**config.mk**
```make
export PLATFORM = sky130hd
export DESIGN_NAME = burst_seq_ctrl
export DESIGN_NICKNAME = d
export VERILOG_FILES = /design/src/rtl/bseq_pkg.sv /design/src/rtl/bseq_mode_reg.sv /design/src/rtl/bseq_edge_qual.sv /design/src/rtl/bseq_burst_engine.sv /design/src/rtl/burst_seq_ctrl.sv
export SDC_FILE = /design/constraint.sdc
export NUM_CORES = 1
export LEC_CHECK = 0
export ABC_CLOCK_PERIOD_IN_PS = 2000
export BUFFER_PORTS_ARGS = -buffer_cell sky130_fd_sc_hd__buf_2
export CAP_MARGIN = 30
export CELL_PAD_IN_SITES_DETAIL_PLACEMENT = 1
export CELL_PAD_IN_SITES_GLOBAL_PLACEMENT = 2
export CORE_ASPECT_RATIO = 0.9
export CORE_UTILIZATION = 28
export CTS_CLUSTER_DIAMETER = 150
export DETAILED_ROUTE_END_ITERATION = 8
export PLACE_DENSITY = 0.75
export SYNTH_ARGS = -nofsm -noshare
export SYNTH_HDL_FRONTEND = slang
export SYNTH_SLANG_ARGS = --single-unit
```
**constraint.sdc**
```tcl
create_clock -name clk -period 2 [get_ports clk]
set_input_delay 0.3 -clock clk [delete_from_list [all_inputs] [get_ports clk]]
set_output_delay 0.3 -clock clk [all_outputs]
set_load 0.05 [all_outputs]
```
**src/rtl/bseq_pkg.sv**
```systemverilog
// Shared types and decode helpers for the burst sequencer.
// Assumes: latency codes below 2 and unlisted length codes are reserved.
package bseq_pkg;

    localparam int LAT_W = 4;
    localparam int LEN_W = 5;
    localparam int RET_W = 6;

    typedef enum logic [1:0] {
        ST_IDLE = 2'd0,
        ST_WAIT = 2'd1,
        ST_XFER = 2'd2
    } bseq_state_t;

    typedef struct packed {
        logic [1:0]       keep_code;
        logic [LEN_W-1:0] len;
        logic             page;
        logic             rise;
        logic [LAT_W-1:0] rl;
        logic             single;
    } bseq_cfg_t;

    // Burst length from its 3-bit code; unlisted codes keep the old value.
    function automatic logic [LEN_W-1:0] len_decode(input logic [2:0] code,
                                                    input logic [LEN_W-1:0] prev);
        case (code)
            3'b010:  return LEN_W'(8);
            3'b011:  return LEN_W'(16);
            3'b111:  return '0;
            default: return prev;
        endcase
    endfunction

    // Read latency from its 3-bit code; codes 0 and 1 keep the old value.
    function automatic logic [LAT_W-1:0] rl_decode(input logic [2:0] code,
                                                   input logic [LAT_W-1:0] prev);
        if (code >= 3'd2) return {1'b0, code} + LAT_W'(3);
        return prev;
    endfunction

    // Retained size in Mbit for a retention code.
    function automatic logic [RET_W-1:0] keep_mbit(input logic [1:0] code);
        case (code)
            2'b00:   return RET_W'(32);
            2'b01:   return RET_W'(16);
            2'b10:   return RET_W'(8);
            default: return '0;
        endcase
    endfunction

endpackage

```
**src/rtl/bseq_mode_reg.sv**
```systemverilog
// Mode-register capture: counts the bus cycles of a register-set run and
// decodes the bytes seen in cycles 4 and 5 into the configuration struct.
// Assumes: mr_first marks cycle 1; without it cycles are counted on from
// the last one, returning to zero after cycle 5.
module bseq_mode_reg
    import bseq_pkg::*;
#(
    parameter int DQ_W = 8
) (
    input  logic            clk,
    input  logic            rst_n,
    input  logic            mr_cyc,
    input  logic            mr_first,
    input  logic [DQ_W-1:0] dq,
    output bseq_cfg_t       cfg
);

    localparam int IDX_W = 3;

    logic [IDX_W-1:0] idx_q;
    logic [IDX_W-1:0] num;
    logic             unused_dq;

    assign unused_dq = ^dq[DQ_W-1:7];

    // Number of the cycle being presented now.
    always_comb num = mr_first ? IDX_W'(1) : idx_q + IDX_W'(1);

    // Track position within the run.
    always_ff @(posedge clk) begin
        if (!rst_n)
            idx_q <= '0;
        else if (mr_cyc)
            idx_q <= (num >= IDX_W'(5)) ? '0 : num;
    end

    // Capture and decode the two configuration bytes.
    always_ff @(posedge clk) begin
        if (!rst_n) begin
            cfg.keep_code <= 2'b00;
            cfg.len       <= LEN_W'(8);
            cfg.page      <= 1'b1;
            cfg.rise      <= 1'b1;
            cfg.rl        <= LAT_W'(5);
            cfg.single    <= 1'b0;
        end else if (mr_cyc && num == IDX_W'(4)) begin
            cfg.keep_code <= dq[1:0];
            cfg.len       <= len_decode(dq[4:2], cfg.len);
            cfg.page      <= dq[5];
            cfg.rise      <= dq[6];
        end else if (mr_cyc && num == IDX_W'(5)) begin
            cfg.rl        <= rl_decode(dq[2:0], cfg.rl);
            cfg.single    <= dq[3];
        end
    end

endmodule

```
**src/rtl/bseq_edge_qual.sv**
```systemverilog
// Active-edge qualifier: samples the memory clock with the system clock,
// detects both of its edges and passes on only the one selected.
// Assumes: mem_clk is synchronous to clk and stays stable for at least
// one clk period per phase.
module bseq_edge_qual (
    input  logic clk,
    input  logic rst_n,
    input  logic mem_clk,
    input  logic rise_sel,
    output logic tick
);

    logic       prev_q;
    logic [1:0] edge_hit;

    // Remember the previous sample of the memory clock.
    always_ff @(posedge clk) begin
        if (!rst_n) prev_q <= 1'b0;
        else        prev_q <= mem_clk;
    end

    // One detector per polarity: index 0 falling, index 1 rising.
    for (genvar p = 0; p < 2; p++) begin : g_pol
        if (p == 0) begin : g_fall
            assign edge_hit[p] = !mem_clk && prev_q;
        end else begin : g_rise
            assign edge_hit[p] = mem_clk && !prev_q;
        end
    end

    assign tick = edge_hit[rise_sel];

endmodule

```
**src/rtl/bseq_burst_engine.sv**
```systemverilog
// Burst engine: accepts a command on an active edge, counts the latency,
// then strobes one word per active edge with a rising address until the
// length is reached or a stop arrives.
// Assumes: configuration is steady while a burst runs; length and latency
// are latched when the command is accepted.
module bseq_burst_engine
    import bseq_pkg::*;
#(
    parameter int ADDR_W = 16
) (
    input  logic              clk,
    input  logic              rst_n,
    input  logic              tick,
    input  logic              cmd_valid,
    input  logic              cmd_write,
    input  logic [ADDR_W-1:0] cmd_addr,
    input  logic              burst_stop,
    input  bseq_cfg_t         cfg,
    output logic              busy,
    output logic              rd_stb,
    output logic              wr_stb,
    output logic [ADDR_W-1:0] bst_addr
);

    localparam logic [ADDR_W-1:0] ADDR_STEP = ADDR_W'(1);
    localparam logic [LEN_W-1:0]  ONE_WORD  = LEN_W'(1);
    localparam logic [LAT_W-1:0]  ONE_LAT   = LAT_W'(1);

    bseq_state_t       state_q;
    logic              is_wr_q;
    logic              endless_q;
    logic [LAT_W-1:0]  lat_left_q;
    logic [LEN_W-1:0]  words_left_q;
    logic [ADDR_W-1:0] cur_addr_q;
    logic              take;
    logic              emit;
    logic              last_word;

    // Accept only when idle, on an active edge, in burst operation.
    always_comb take = (state_q == ST_IDLE) && tick && cmd_valid && !cfg.page;

    // A word moves on an active edge once latency has run out.
    always_comb emit = tick && !burst_stop &&
                       (((state_q == ST_WAIT) && (lat_left_q == ONE_LAT)) ||
                        (state_q == ST_XFER));

    always_comb last_word = !endless_q && (words_left_q == ONE_WORD);

    // Sequence control: idle, latency wait, transfer.
    always_ff @(posedge clk) begin
        if (!rst_n) begin
            state_q      <= ST_IDLE;
            is_wr_q      <= 1'b0;
            endless_q    <= 1'b0;
            lat_left_q   <= '0;
            words_left_q <= '0;
        end else begin
            case (state_q)
                ST_IDLE: begin
                    if (take) begin
                        state_q    <= ST_WAIT;
                        is_wr_q    <= cmd_write;
                        lat_left_q <= cmd_write ? cfg.rl - ONE_LAT : cfg.rl;
                        if (cmd_write && cfg.single) begin
                            words_left_q <= ONE_WORD;
                            endless_q    <= 1'b0;
                        end else begin
                            words_left_q <= cfg.len;
                            endless_q    <= (cfg.len == '0);
                        end
                    end
                end
                ST_WAIT: begin
                    if (tick) begin
                        if (burst_stop)
                            state_q <= ST_IDLE;
                        else if (lat_left_q == ONE_LAT)
                            state_q <= last_word ? ST_IDLE : ST_XFER;
                        else
                            lat_left_q <= lat_left_q - ONE_LAT;
                    end
                end
                ST_XFER: begin
                    if (tick && (burst_stop || last_word))
                        state_q <= ST_IDLE;
                end
                default: state_q <= ST_IDLE;
            endcase
            if (emit)
                words_left_q <= words_left_q - ONE_WORD;
        end
    end

    // Address stepping and data-valid strobes.
    always_ff @(posedge clk) begin
        if (!rst_n) begin
            cur_addr_q <= '0;
            bst_addr   <= '0;
            rd_stb     <= 1'b0;
            wr_stb     <= 1'b0;
        end else begin
            rd_stb <= emit && !is_wr_q;
            wr_stb <= emit && is_wr_q;
            if (take)
                cur_addr_q <= cmd_addr;
            else if (emit) begin
                bst_addr   <= cur_addr_q;
                cur_addr_q <= cur_addr_q + ADDR_STEP;
            end
        end
    end

    assign busy = (state_q != ST_IDLE);

endmodule

```
**src/rtl/burst_seq_ctrl.sv**
```systemverilog
// Top of the burst sequencer: mode-register capture, memory-clock edge
// qualification and the burst engine, plus the configuration outputs.
// Assumes: unlock cycles before the register-set run are handled outside.
module burst_seq_ctrl
    import bseq_pkg::*;
#(
    parameter int ADDR_W = 16,
    parameter int DQ_W   = 8
) (
    input  logic              clk,
    input  logic              rst_n,
    input  logic              mr_cyc,
    input  logic              mr_first,
    input  logic [DQ_W-1:0]   dq_in,
    input  logic              pd_n,
    input  logic              mem_clk,
    input  logic              cmd_valid,
    input  logic              cmd_write,
    input  logic [ADDR_W-1:0] cmd_addr,
    input  logic              burst_stop,
    output logic              busy,
    output logic              rd_stb,
    output logic              wr_stb,
    output logic [ADDR_W-1:0] bst_addr,
    output logic              cfg_page,
    output logic              cfg_rise,
    output logic [3:0]        cfg_rl,
    output logic [3:0]        cfg_wl,
    output logic [4:0]        cfg_len,
    output logic              cfg_single,
    output logic [5:0]        retain_mbit
);

    bseq_cfg_t cfg;
    logic      tick;

    bseq_mode_reg #(.DQ_W(DQ_W)) u_mode (
        .clk      (clk),
        .rst_n    (rst_n),
        .mr_cyc   (mr_cyc),
        .mr_first (mr_first),
        .dq       (dq_in),
        .cfg      (cfg)
    );

    bseq_edge_qual u_edge (
        .clk      (clk),
        .rst_n    (rst_n),
        .mem_clk  (mem_clk),
        .rise_sel (cfg.rise),
        .tick     (tick)
    );

    bseq_burst_engine #(.ADDR_W(ADDR_W)) u_eng (
        .clk        (clk),
        .rst_n      (rst_n),
        .tick       (tick),
        .cmd_valid  (cmd_valid),
        .cmd_write  (cmd_write),
        .cmd_addr   (cmd_addr),
        .burst_stop (burst_stop),
        .cfg        (cfg),
        .busy       (busy),
        .rd_stb     (rd_stb),
        .wr_stb     (wr_stb),
        .bst_addr   (bst_addr)
    );

    // Configuration visible at the ports; write latency trails read by one.
    assign cfg_page    = cfg.page;
    assign cfg_rise    = cfg.rise;
    assign cfg_rl      = cfg.rl;
    assign cfg_wl      = cfg.rl - 4'd1;
    assign cfg_len     = cfg.len;
    assign cfg_single  = cfg.single;
    assign retain_mbit = pd_n ? '0 : keep_mbit(cfg.keep_code);

endmodule

```
# [Word level (Yosys, flattened, before mapping)]
# Index checks and enable logic that the tools add are counted.
[word_totals] mem_bits_ro=0 mem_bits_rw=0 mem_count=0 regBits=65 latchBits=0 output_inout_bits=41 in_bits=33 elab_cells=116
[classes] mux=32 n_bitwise=2 multipliers=0 eq_ne=17 order_cmp=3 n_reduce_logical=39 n_shift=0 n_div=0 n_addsub=6
[op_table] op="16-bit two-way mux" count=2
[op_table] op="4-bit two-way mux" count=6
[op_table] op="5-bit two-way mux" count=4
[op_table] op="6-bit one-hot mux with 3 select lines" count=1
[op_table] op="16-bit by 1-bit adder with 16-bit output (second input constant)" count=1
[op_table] op="1-bit logical AND" count=15
[op_table] op="5-bit one-hot mux with 3 select lines" count=1
[op_table] op="2-bit two-way mux" count=6
[op_table] op="2-bit AND reduction" count=5
[op_table] op="3-bit equality test (second input constant)" count=3
[op_table] op="4-bit one-hot mux with 2 select lines" count=1
[op_table] op="2-bit nonzero test" count=4
[op_table] op="4-bit by 1-bit subtractor with 4-bit output (second input constant)" count=2
[op_table] op="1-bit two-way mux" count=7
[op_table] op="3-bit by 2-bit equality test with 1-bit output (second input constant)" count=2
[op_table] op="1-bit logical NOT" count=6
[op_table] op="3-bit two-way mux" count=2
[op_table] op="6-bit two-way mux" count=1
[op_table] op="2-bit != test (second input constant)" count=3
[op_table] op="2-bit one-hot mux with 3 select lines" count=1
[op_table] op="5-bit by 1-bit equality test with 1-bit output (second input constant)" count=1
[op_table] op="5-bit logical NOT" count=1
[op_table] op="5-bit AND reduction" count=1
[op_table] op="5-bit by 1-bit subtractor with 5-bit output (second input constant)" count=1
[op_table] op="16 further kinds" count=22

# [Depth between registers and ports, before layout]
# Gate-level depths: netlist of the first run.
[logic_depth] depth_word=10 ltp_mapped=9 depth_no_buf=7

# [By module]
# From an unflattened synthesis of the first run, not the netlist that was laid out.
[hier_totals] cells_unflattened=412 hier_area_um2=3333.2
[modules_own_cells] mod="bseq_burst_engine" seq_area_each_um2=940.9 n_inst=1 cells_per_inst=313 area_per_inst_um2=2464.9
[modules_own_cells] mod="bseq_mode_reg" seq_area_each_um2=280.3 n_inst=1 cells_per_inst=80 area_per_inst_um2=720.7
[modules_own_cells] mod="burst_seq_ctrl" seq_area_each_um2=0.0 n_inst=1 cells_per_inst=14 area_per_inst_um2=97.6
[modules_own_cells] mod="bseq_edge_qual" seq_area_each_um2=20.0 n_inst=1 cells_per_inst=5 area_per_inst_um2=50.0

# [Least setup slack after synthesis of the first run]
# No wires, ideal clock.
[synth_timing] path_type="reg-to-output" start="register, netlist name u_mode.cfg[1]" end="output port cfg_wl[2]" path_stages_with_launch=4 path_buffers=0 required_ps=1700 slack_ps=8 arrival_ps=1692 cell_sequence="dfxtp_1 > inv_1 > ha_1 > xor2_1"
[synth_via] elab_chain_cells=1
[synth_rtl] item="4-bit by 1-bit subtractor with 4-bit output" line_no="burst_seq_ctrl.sv:73" source="assign cfg_wl = cfg.rl - 4'd1;"
[synth_rtl] item="end, declared" line_no="burst_seq_ctrl.sv:28" source="output logic [3:0] cfg_wl,"
# No other way between the ends.

# [Worst setup path after layout of the first run]
[layout_timing] start="register u_eng.lat_left_q[1]" end="register u_eng.cur_addr_q[15]"
[layout_via] elab_chain_cells=5
[layout_rtl] item="start, declared" line_no="bseq_burst_engine.sv:32" source="logic [LAT_W-1:0] lat_left_q;"
[layout_rtl] item="start signal, assigned" line_no="bseq_burst_engine.sv:63" source="lat_left_q <= cmd_write ? cfg.rl - ONE_LAT : cfg.rl;"
[layout_rtl] item="start signal, assigned" line_no="bseq_burst_engine.sv:80" source="lat_left_q <= lat_left_q - ONE_LAT;"
[layout_rtl] item="4-bit by 1-bit equality test with 1-bit output" line_no="bseq_burst_engine.sv:44" source="(((state_q == ST_WAIT) && (lat_left_q == ONE_LAT)) ||"
[layout_rtl] item="1-bit logical AND" line_no="bseq_burst_engine.sv:44"
[layout_rtl] item="1-bit logical OR" line_no="bseq_burst_engine.sv:44"
[layout_rtl] item="1-bit logical AND" line_no="bseq_burst_engine.sv:43" source="always_comb emit = tick && !burst_stop &&"
[layout_rtl] item="2-bit nonzero test (no source line)"
[layout_rtl] item="end signal, assigned" line_no="bseq_burst_engine.sv:105" source="cur_addr_q <= cmd_addr;"
[layout_rtl] item="end signal, assigned" line_no="bseq_burst_engine.sv:108" source="cur_addr_q <= cur_addr_q + ADDR_STEP;"
[layout_rtl] item="end, declared" line_no="bseq_burst_engine.sv:34" source="logic [ADDR_W-1:0] cur_addr_q;"
# No other way between the ends.
# A chain may end at the register's enable or synchronous reset.

==> results by group, run 1 <==
Synthesis
  – FFs w/ async S/R, synth: 0
  – Synthesis-stage register bit count: 62
  – Netlist cell types: 55
  – Sequential-to-total area share from yosys stat: 0.384
  – YS warnings: 0
  – Cell Area, Synth: 3230 sq um
  – Cells after Synth: 414
  – Post-synth EDFFs: 0
  – Most used flip-flop cell after synthesis: dfxtp_1
  – Syn_area_per_cell: 7.80 sq um

Global routing
  – Gr usage total: 0.181
  – Antenna violations before repair: 0
  – Largest net degree at the start of global routing: 38
  – First-pass GRT wire length: 16900 microns
  – GRT overflow: 0
  – Vias in the first global route: 3357

Final layout
  – Fin nets: 544
  – Ant. Diodes: 0
  – Share of layout cells above drive strength 1: 0.278
  – Most frequent cells in the layout: nand2_1, buf_2, dfxtp_1
  – Most common cell after layout, fill and taps aside: nand2_1
  – Area added between synthesis and finish: 31.1%

Clocking
  – TritonCTS clock tree: built
  – Root Buffer: clkbuf_16
  – Clock-pin slew on the worst setup and hold paths: 0.05 ns
  – Clk buf depth: 2
  – CTS buffer count: 9
  – Clk_lat worst skew: 0.33 ns
  – Clock sink total: 62
  – CTS H-tree lvls: 3

Timing
  – Fmax: 0.518 GHz
  – RSZ-0062 raised after global routing: yes
  – Fin Setup TNS: 0 ns
  – Final min period: 1.93 ns
  – Fin Hold WS: 0.192 ns
  – Final worst slack: 0.0692 ns
  – Clk_skew: 0.00621 ns
  – Hold Violations, Final: 0
  – Final period util: 0.965
  – Max Slew Vio Count: 0
  – Final setup viols: 0

Critical path
  – Worst r2r src: u_eng.lat_left_q[1]
  – Crit Path Class: register to register
  – Critical path peak fanout: 6
  – Crit path DAT: 2.14 ns
  – CP endpoint kind: register
  – Crit path launch: u_eng.lat_left_q[1]
  – CP required: 2.21 ns
  – Type of origin of the critical path: register

Min path
  – Worst Hold Class: input port to register
  – Hold Path Origin: dq_in[6]

Floorplanning
  – Die H: 104 microns
  – Initial core utilization: 0.293
  – Core area: 11000 sq um
  – Width of the chip: 115 microns
  – Die ar.: 12000 sq um
  – Row count: 36
  – I/O Pins: 74

Route
  – Number of vias per cell: 4.94
  – Vias: 3255
  – DR WL/cell: 15.2 microns
  – DRT Wirelength: 9990 microns
  – DRC errors left: 0
  – DR pass1 iterations: 4
  – Number of DRC markers in iteration 0: 157
  – DRT antenna net count: 0

Power
  – Leak: 1.66 nW
  – VDD IR-drop max: 310 uV
  – PwrDens: 687 nW/um^2

Status
  – Status: finished, final reports clean

Placed design
  – Port Buffers: 66
  – RePlAce Congestion: 0.772
  – DP Worst Slack: -0.0319 ns
  – Post-DP HPWL: 7450 microns

Run
  – Number of max-cap violations: 0
[power by group]
| group | leakage [nW] | switching (W) | internal (W) | total [W] |
|---|---|---|---|---|
| registers | 0.501 | 0.00000254 | 0.00124 | 0.00124 |
| logic | 1.02 | 0.000114 | 0.0000556 | 0.000170 |
| clock network | 0.142 | 0.000557 | 0.000935 | 0.00149 |
| total | 1.66 | 0.000674 | 0.00223 | 0.00290 |
[stage by stage]
stage,area (sq um),instances,total power (W),utilization
detailed placement,3890,641,0.00144,0.353
CTS,4190,658,0.00294,0.380
global route,4230,659,0.00301,0.383
floorplan,3250,419,0.00137,-
finish,4230,659,0.00290,0.383
global placement,3890,641,0.00144,0.353
[repair_timing]
| action | in CTS | in global routing |
|---|---|---|
| setup buffers | 1 | 1 |
| hold buffers | 0 | 0 |
| endpoints found under the setup margin | 6 | 31 |
| cloned | 0 | 0 |
| gates resized for setup | 1 | 14 |
| pin swaps | 1 | 3 |
[worst max-delay path, cell delays in order (launching register included)]
cell and delay, ns:
dfxtp_2 0.32, inv_2 0.06, ha_4 0.11, or3b_4 0.41, o211ai_1 0.27, nand2_2 0.12
buf_4 0.19, o21ba_2 0.23, o211ai_1 0.08
[kinds of logic after synthesis]
kind of cell    count (synthesis)  share of synthesized area
fa+ha+maj                       9                     0.0349
buf+inv                        45                     0.0709
compound gates                105                      0.201
other cells                     1                    0.00116
simple gates                  183                      0.283
xor+xnor                        8                     0.0217
flops                          62                      0.384
mux                             1                    0.00310
[final timing paths]
kind / end / slack (ns) / cells past startpoint
max: u_eng.cur_addr_q[15] / 0.07 / 8
min: u_mode.cfg[5] / 0.19 / 3
max reg2reg: u_eng.cur_addr_q[15] / 0.07 / 8
min reg2reg: u_eng.bst_addr[8] / 0.45 / 2
[per-layer routing]
metal | part of all wire | up-vias | global-route usage
li1 | - | 1619 | -
met1 | 0.48 | 1577 | 0.239
met2 | 0.47 | 44 | 0.290
met3 | 0.030 | 15 | 0.0396
met4 | 0.017 | 0 | 0.0566
met5 | 0 | - | 0
[final cells by class]
| type | instances | area, sq um |
|---|---|---|
| well taps | 152 | 190 |
| inverters | 14 | 52.6 |
| flip-flops and latches | 62 | 1240 |
| fillers | 1363 | 6800 |
| clock buffers | 13 | 270 |
| multi-input cells | 312 | 1810 |
| clock inverters | 3 | 17.5 |
| repair buffers | 103 | 646 |
[cell usage after synthesis (all sizes together) (2+ instances only)]
cell,instances,area share
and2,2,0.0039
buf,18,0.040
nor2b,2,0.0039
xor2,7,0.019
o21ai,20,0.034
a21oi,43,0.067
nand4,4,0.0078
nor2,31,0.037
nand3,14,0.022
or2,2,0.0039
or3b,4,0.012
nor4,6,0.012
a21o,3,0.0070
nand2,78,0.093
o211ai,5,0.012
o221a,2,0.0070
inv,14,0.016
a311o,2,0.0062
a31oi,8,0.016
nand4b,3,0.0081
dfxtp,62,0.38
a22oi,4,0.0093
o21a,5,0.012
nor3b,4,0.0093
o22ai,2,0.0039
clkbuf,13,0.015
nand3b,2,0.0046
o31ai,2,0.0046
ha,9,0.035
nor4b,3,0.015
nand2b,2,0.0039
nor3,17,0.026
and3,4,0.0078
a211oi,4,0.0093
[state kept, by name, summed over array words and instances (netlist names)]
name,flops
u_eng.lat_left_q,4
u_eng.is_wr_q,1
u_mode.cfg,11
u_eng.cur_addr_q,16
u_eng.rd_stb,1
u_eng.endless_q,1
u_mode.idx_q,3
u_edge.prev_q,1
u_eng.bst_addr,16
u_eng.words_left_q,5
u_eng.wr_stb,1
u_eng.state_q,2
Power figures use the tool's default switching activity.
==> inputs of run 2 (changes only) <==
--- a/config.mk
+++ b/config.mk
@@ -10,7 +10,7 @@
 export CAP_MARGIN = 30
 export CELL_PAD_IN_SITES_DETAIL_PLACEMENT = 1
 export CELL_PAD_IN_SITES_GLOBAL_PLACEMENT = 2
-export CORE_ASPECT_RATIO = 0.9
+export CORE_ASPECT_RATIO = 0.7
 export CORE_UTILIZATION = 28
 export CTS_CLUSTER_DIAMETER = 150
 export DETAILED_ROUTE_END_ITERATION = 8
==> results by group, run 2 (synthesis gave the netlist of run 1 again) <==
Status
  – Status: finished, final reports clean

Route
  – DRT antenna net count: 0 (unchanged)
  – Number of DRC markers in iteration 0: 153 (-2.5%)
  – Vias: 3285 (+0.92%)
  – DRC errors left: 0 (unchanged)
  – DRT Wirelength: 10600 microns (+5.9%)
  – Number of vias per cell: 4.99 (+1.1%)
  – DR WL/cell: 16.1 microns (+6.0%)
  – DR pass1 iterations: 4 (unchanged)

Floorplanning
  – Row count: 32 (-11%)
  – Die ar.: 12000 sq um (about the same)
  – Die H: 91.8 microns (-12%)
  – I/O Pins: 74 (unchanged)
  – Initial core utilization: 0.290 (-0.00250)
  – Width of the chip: 130 microns (+13%)
  – Core area: 11100 sq um (+0.86%)

Clocking
  – Clock-pin slew on the worst setup and hold paths: 0.06 ns (about the same)
  – CTS H-tree lvls: 3 (unchanged)
  – TritonCTS clock tree: built
  – Post-CTS Hold Buffers: 0 (unchanged)
  – Root Buffer: clkbuf_16
  – Setup bufs post-CTS: 0 (-1)
  – Clock sink total: 62 (unchanged)
  – Clk buf depth: 2 (unchanged)
  – Clk_lat worst skew: 0.33 ns (about the same)
  – CTS buffer count: 9 (unchanged)

Placed design
  – RePlAce Congestion: 0.786 (+1.8%)
  – Post-DP HPWL: 7790 microns (+4.6%)
  – Placed cell area: 3870 sq um (-0.61%)
  – Port Buffers: 66 (unchanged)
  – DP Worst Slack: -0.0655 ns (-0.0337 ns)

Timing
  – Final worst slack: 0.0848 ns (+0.0156 ns)
  – Fin Setup TNS: 0 ns (unchanged)
  – RSZ-0062 raised after global routing: no
  – Final period util: 0.958 (-0.00779)
  – Hold Violations, Final: 0 (unchanged)
  – Fin Hold WS: 0.194 ns (+0.00163 ns)
  – Relative slew slack: 0.619
  – Clk_skew: 0.00514 ns (-0.00107 ns)
  – Final min period: 1.92 ns (-0.0156 ns)
  – Final setup viols: 0 (unchanged)
  – Fmax: 0.522 GHz (+0.81%)
  – Slew @ Worst Pin: 0.571 ns
  – Max Slew Vio Count: 0 (unchanged)

Critical path
  – Crit Path Class: register to register
  – CP required: 2.26 ns (+0.05 ns)
  – Critical path peak fanout: 4 (-2)
  – R2R depth: 7 (-1)
  – Worst r2r src: u_eng.lat_left_q[1]
  – Critical R2R Capture: u_eng.cur_addr_q[9]
  – Crit path launch: u_eng.lat_left_q[1]
  – Crit path DAT: 2.18 ns (+0.04 ns)
  – Type of origin of the critical path: register
  – FF-to-FF setup slack: 0.08 ns (+0.02 ns)
  – CP endpoint kind: register
  – Worst setup endpoint: u_eng.cur_addr_q[9]

Final layout
  – Most common cell after layout, fill and taps aside: nand2_1
  – Design area: 4220 sq um (-0.33%)
  – Share of layout cells above drive strength 1: 0.281 (+0.00308)
  – Fin nets: 542 (-0.37%)
  – Most frequent cells in the layout: nand2_1, buf_2, dfxtp_1
  – Ant. Diodes: 0 (unchanged)
  – Largest regs: u_eng.bst_addr: 16 flops, u_eng.cur_addr_q: 16 flops, u_mode.cfg: 11 flops
  – Area added between synthesis and finish: 30.7%

Global routing
  – Gr usage total: 0.190 (+0.00941)
  – Largest net degree at the start of global routing: 25 (-34%)
  – Vias in the first global route: 3381 (+0.71%)
  – GRT overflow: 0 (unchanged)
  – Antenna violations before repair: 0 (unchanged)
  – First-pass GRT wire length: 17400 microns (+2.8%)

Power
  – Leak: 1.65 nW (-0.69%)
  – PwrDens: 674 nW/um^2 (-1.8%)
  – VDD IR-drop max: 377 uV (+22%)

Run
  – Number of max-cap violations: 0 (unchanged)

Min path
  – Worst Hold Class: input port to register
==> run 2: cell types whose count changed in the layout (fill, tap and decap cells not counted), sizes merged <==
cell      previous run  this run
clkinv               2         5
buf                103       101
clkbuf              13        11
clkinvlp             1         0
==> run 2: repair_timing <==
item	4_1_cts	5_1_grt
hold endpoints to repair	0	0
resized for setup	4	19
endpoints found under the setup margin	27	19
pin swaps	2	1
==> run 2: layout make-up <==
class / count / area, sq um
inverter: 14 / 52.6
clock inverter: 5 / 25.0
clock buffer: 11 / 243
sequential: 62 / 1240
tap: 153 / 191
multi-input combinational: 312 / 1840
timing repair buffer: 101 / 624
fill: 1377 / 6910
==> run 2: worst min-delay path by stage <==
stage          depth (start not counted)          startpoint                 end  slack (ns)
2_1_floorplan                          1              mr_cyc     u_mode.idx_q[0]        0.39
3_3_place_gp                           1       u_eng.is_wr_q        u_eng.rd_stb        0.44
3_5_place_dp                           2  u_eng.bst_addr[14]  u_eng.bst_addr[14]        0.45
4_1_cts                                3            dq_in[5]       u_mode.cfg[6]        0.19
5_1_grt                                3            dq_in[5]       u_mode.cfg[6]        0.21
6_report                               3            dq_in[6]       u_mode.cfg[5]        0.19
==> run 2: power breakdown <==
| group | internal [W] | total, W | switching, W |
|---|---|---|---|
| logic | 0.0000561 | 0.000174 | 0.000118 |
| registers | 0.00124 | 0.00124 | 0.00000367 |
| clock network | 0.000860 | 0.00142 | 0.000564 |
==> run 2: per-layer routing <==
layer,wire length [microns],part of all wire,up-vias,GRT usage
met2,4640,0.44,55,0.294
li1,-,-,1612,-
met4,104,0.0098,0,0.0527
met5,0,0,-,0
met1,5480,0.52,1607,0.262
met3,358,0.034,11,0.0432
==> run 2: stage by stage <==
| step | cells | total power (W) | utilization |
|---|---|---|---|
| after global placement | 642 | 0.00143 | 0.347 |
| after global routing | 658 | 0.00295 | 0.379 |
| after floorplan | 419 | 0.00137 | - |
| final | 658 | 0.00284 | 0.379 |
| after detailed placement | 642 | 0.00144 | 0.347 |
| after CTS | 658 | 0.00288 | 0.373 |
==> run 2: worst max-delay path, stage by stage, from the launching register on <==
cell and delay (ns):
dfxtp_2 0.32, inv_2 0.07, ha_4 0.11, or3b_4 0.41, o21ai_4 0.20, nand2_4 0.08
or4_1 0.50, a31oi_1 0.16
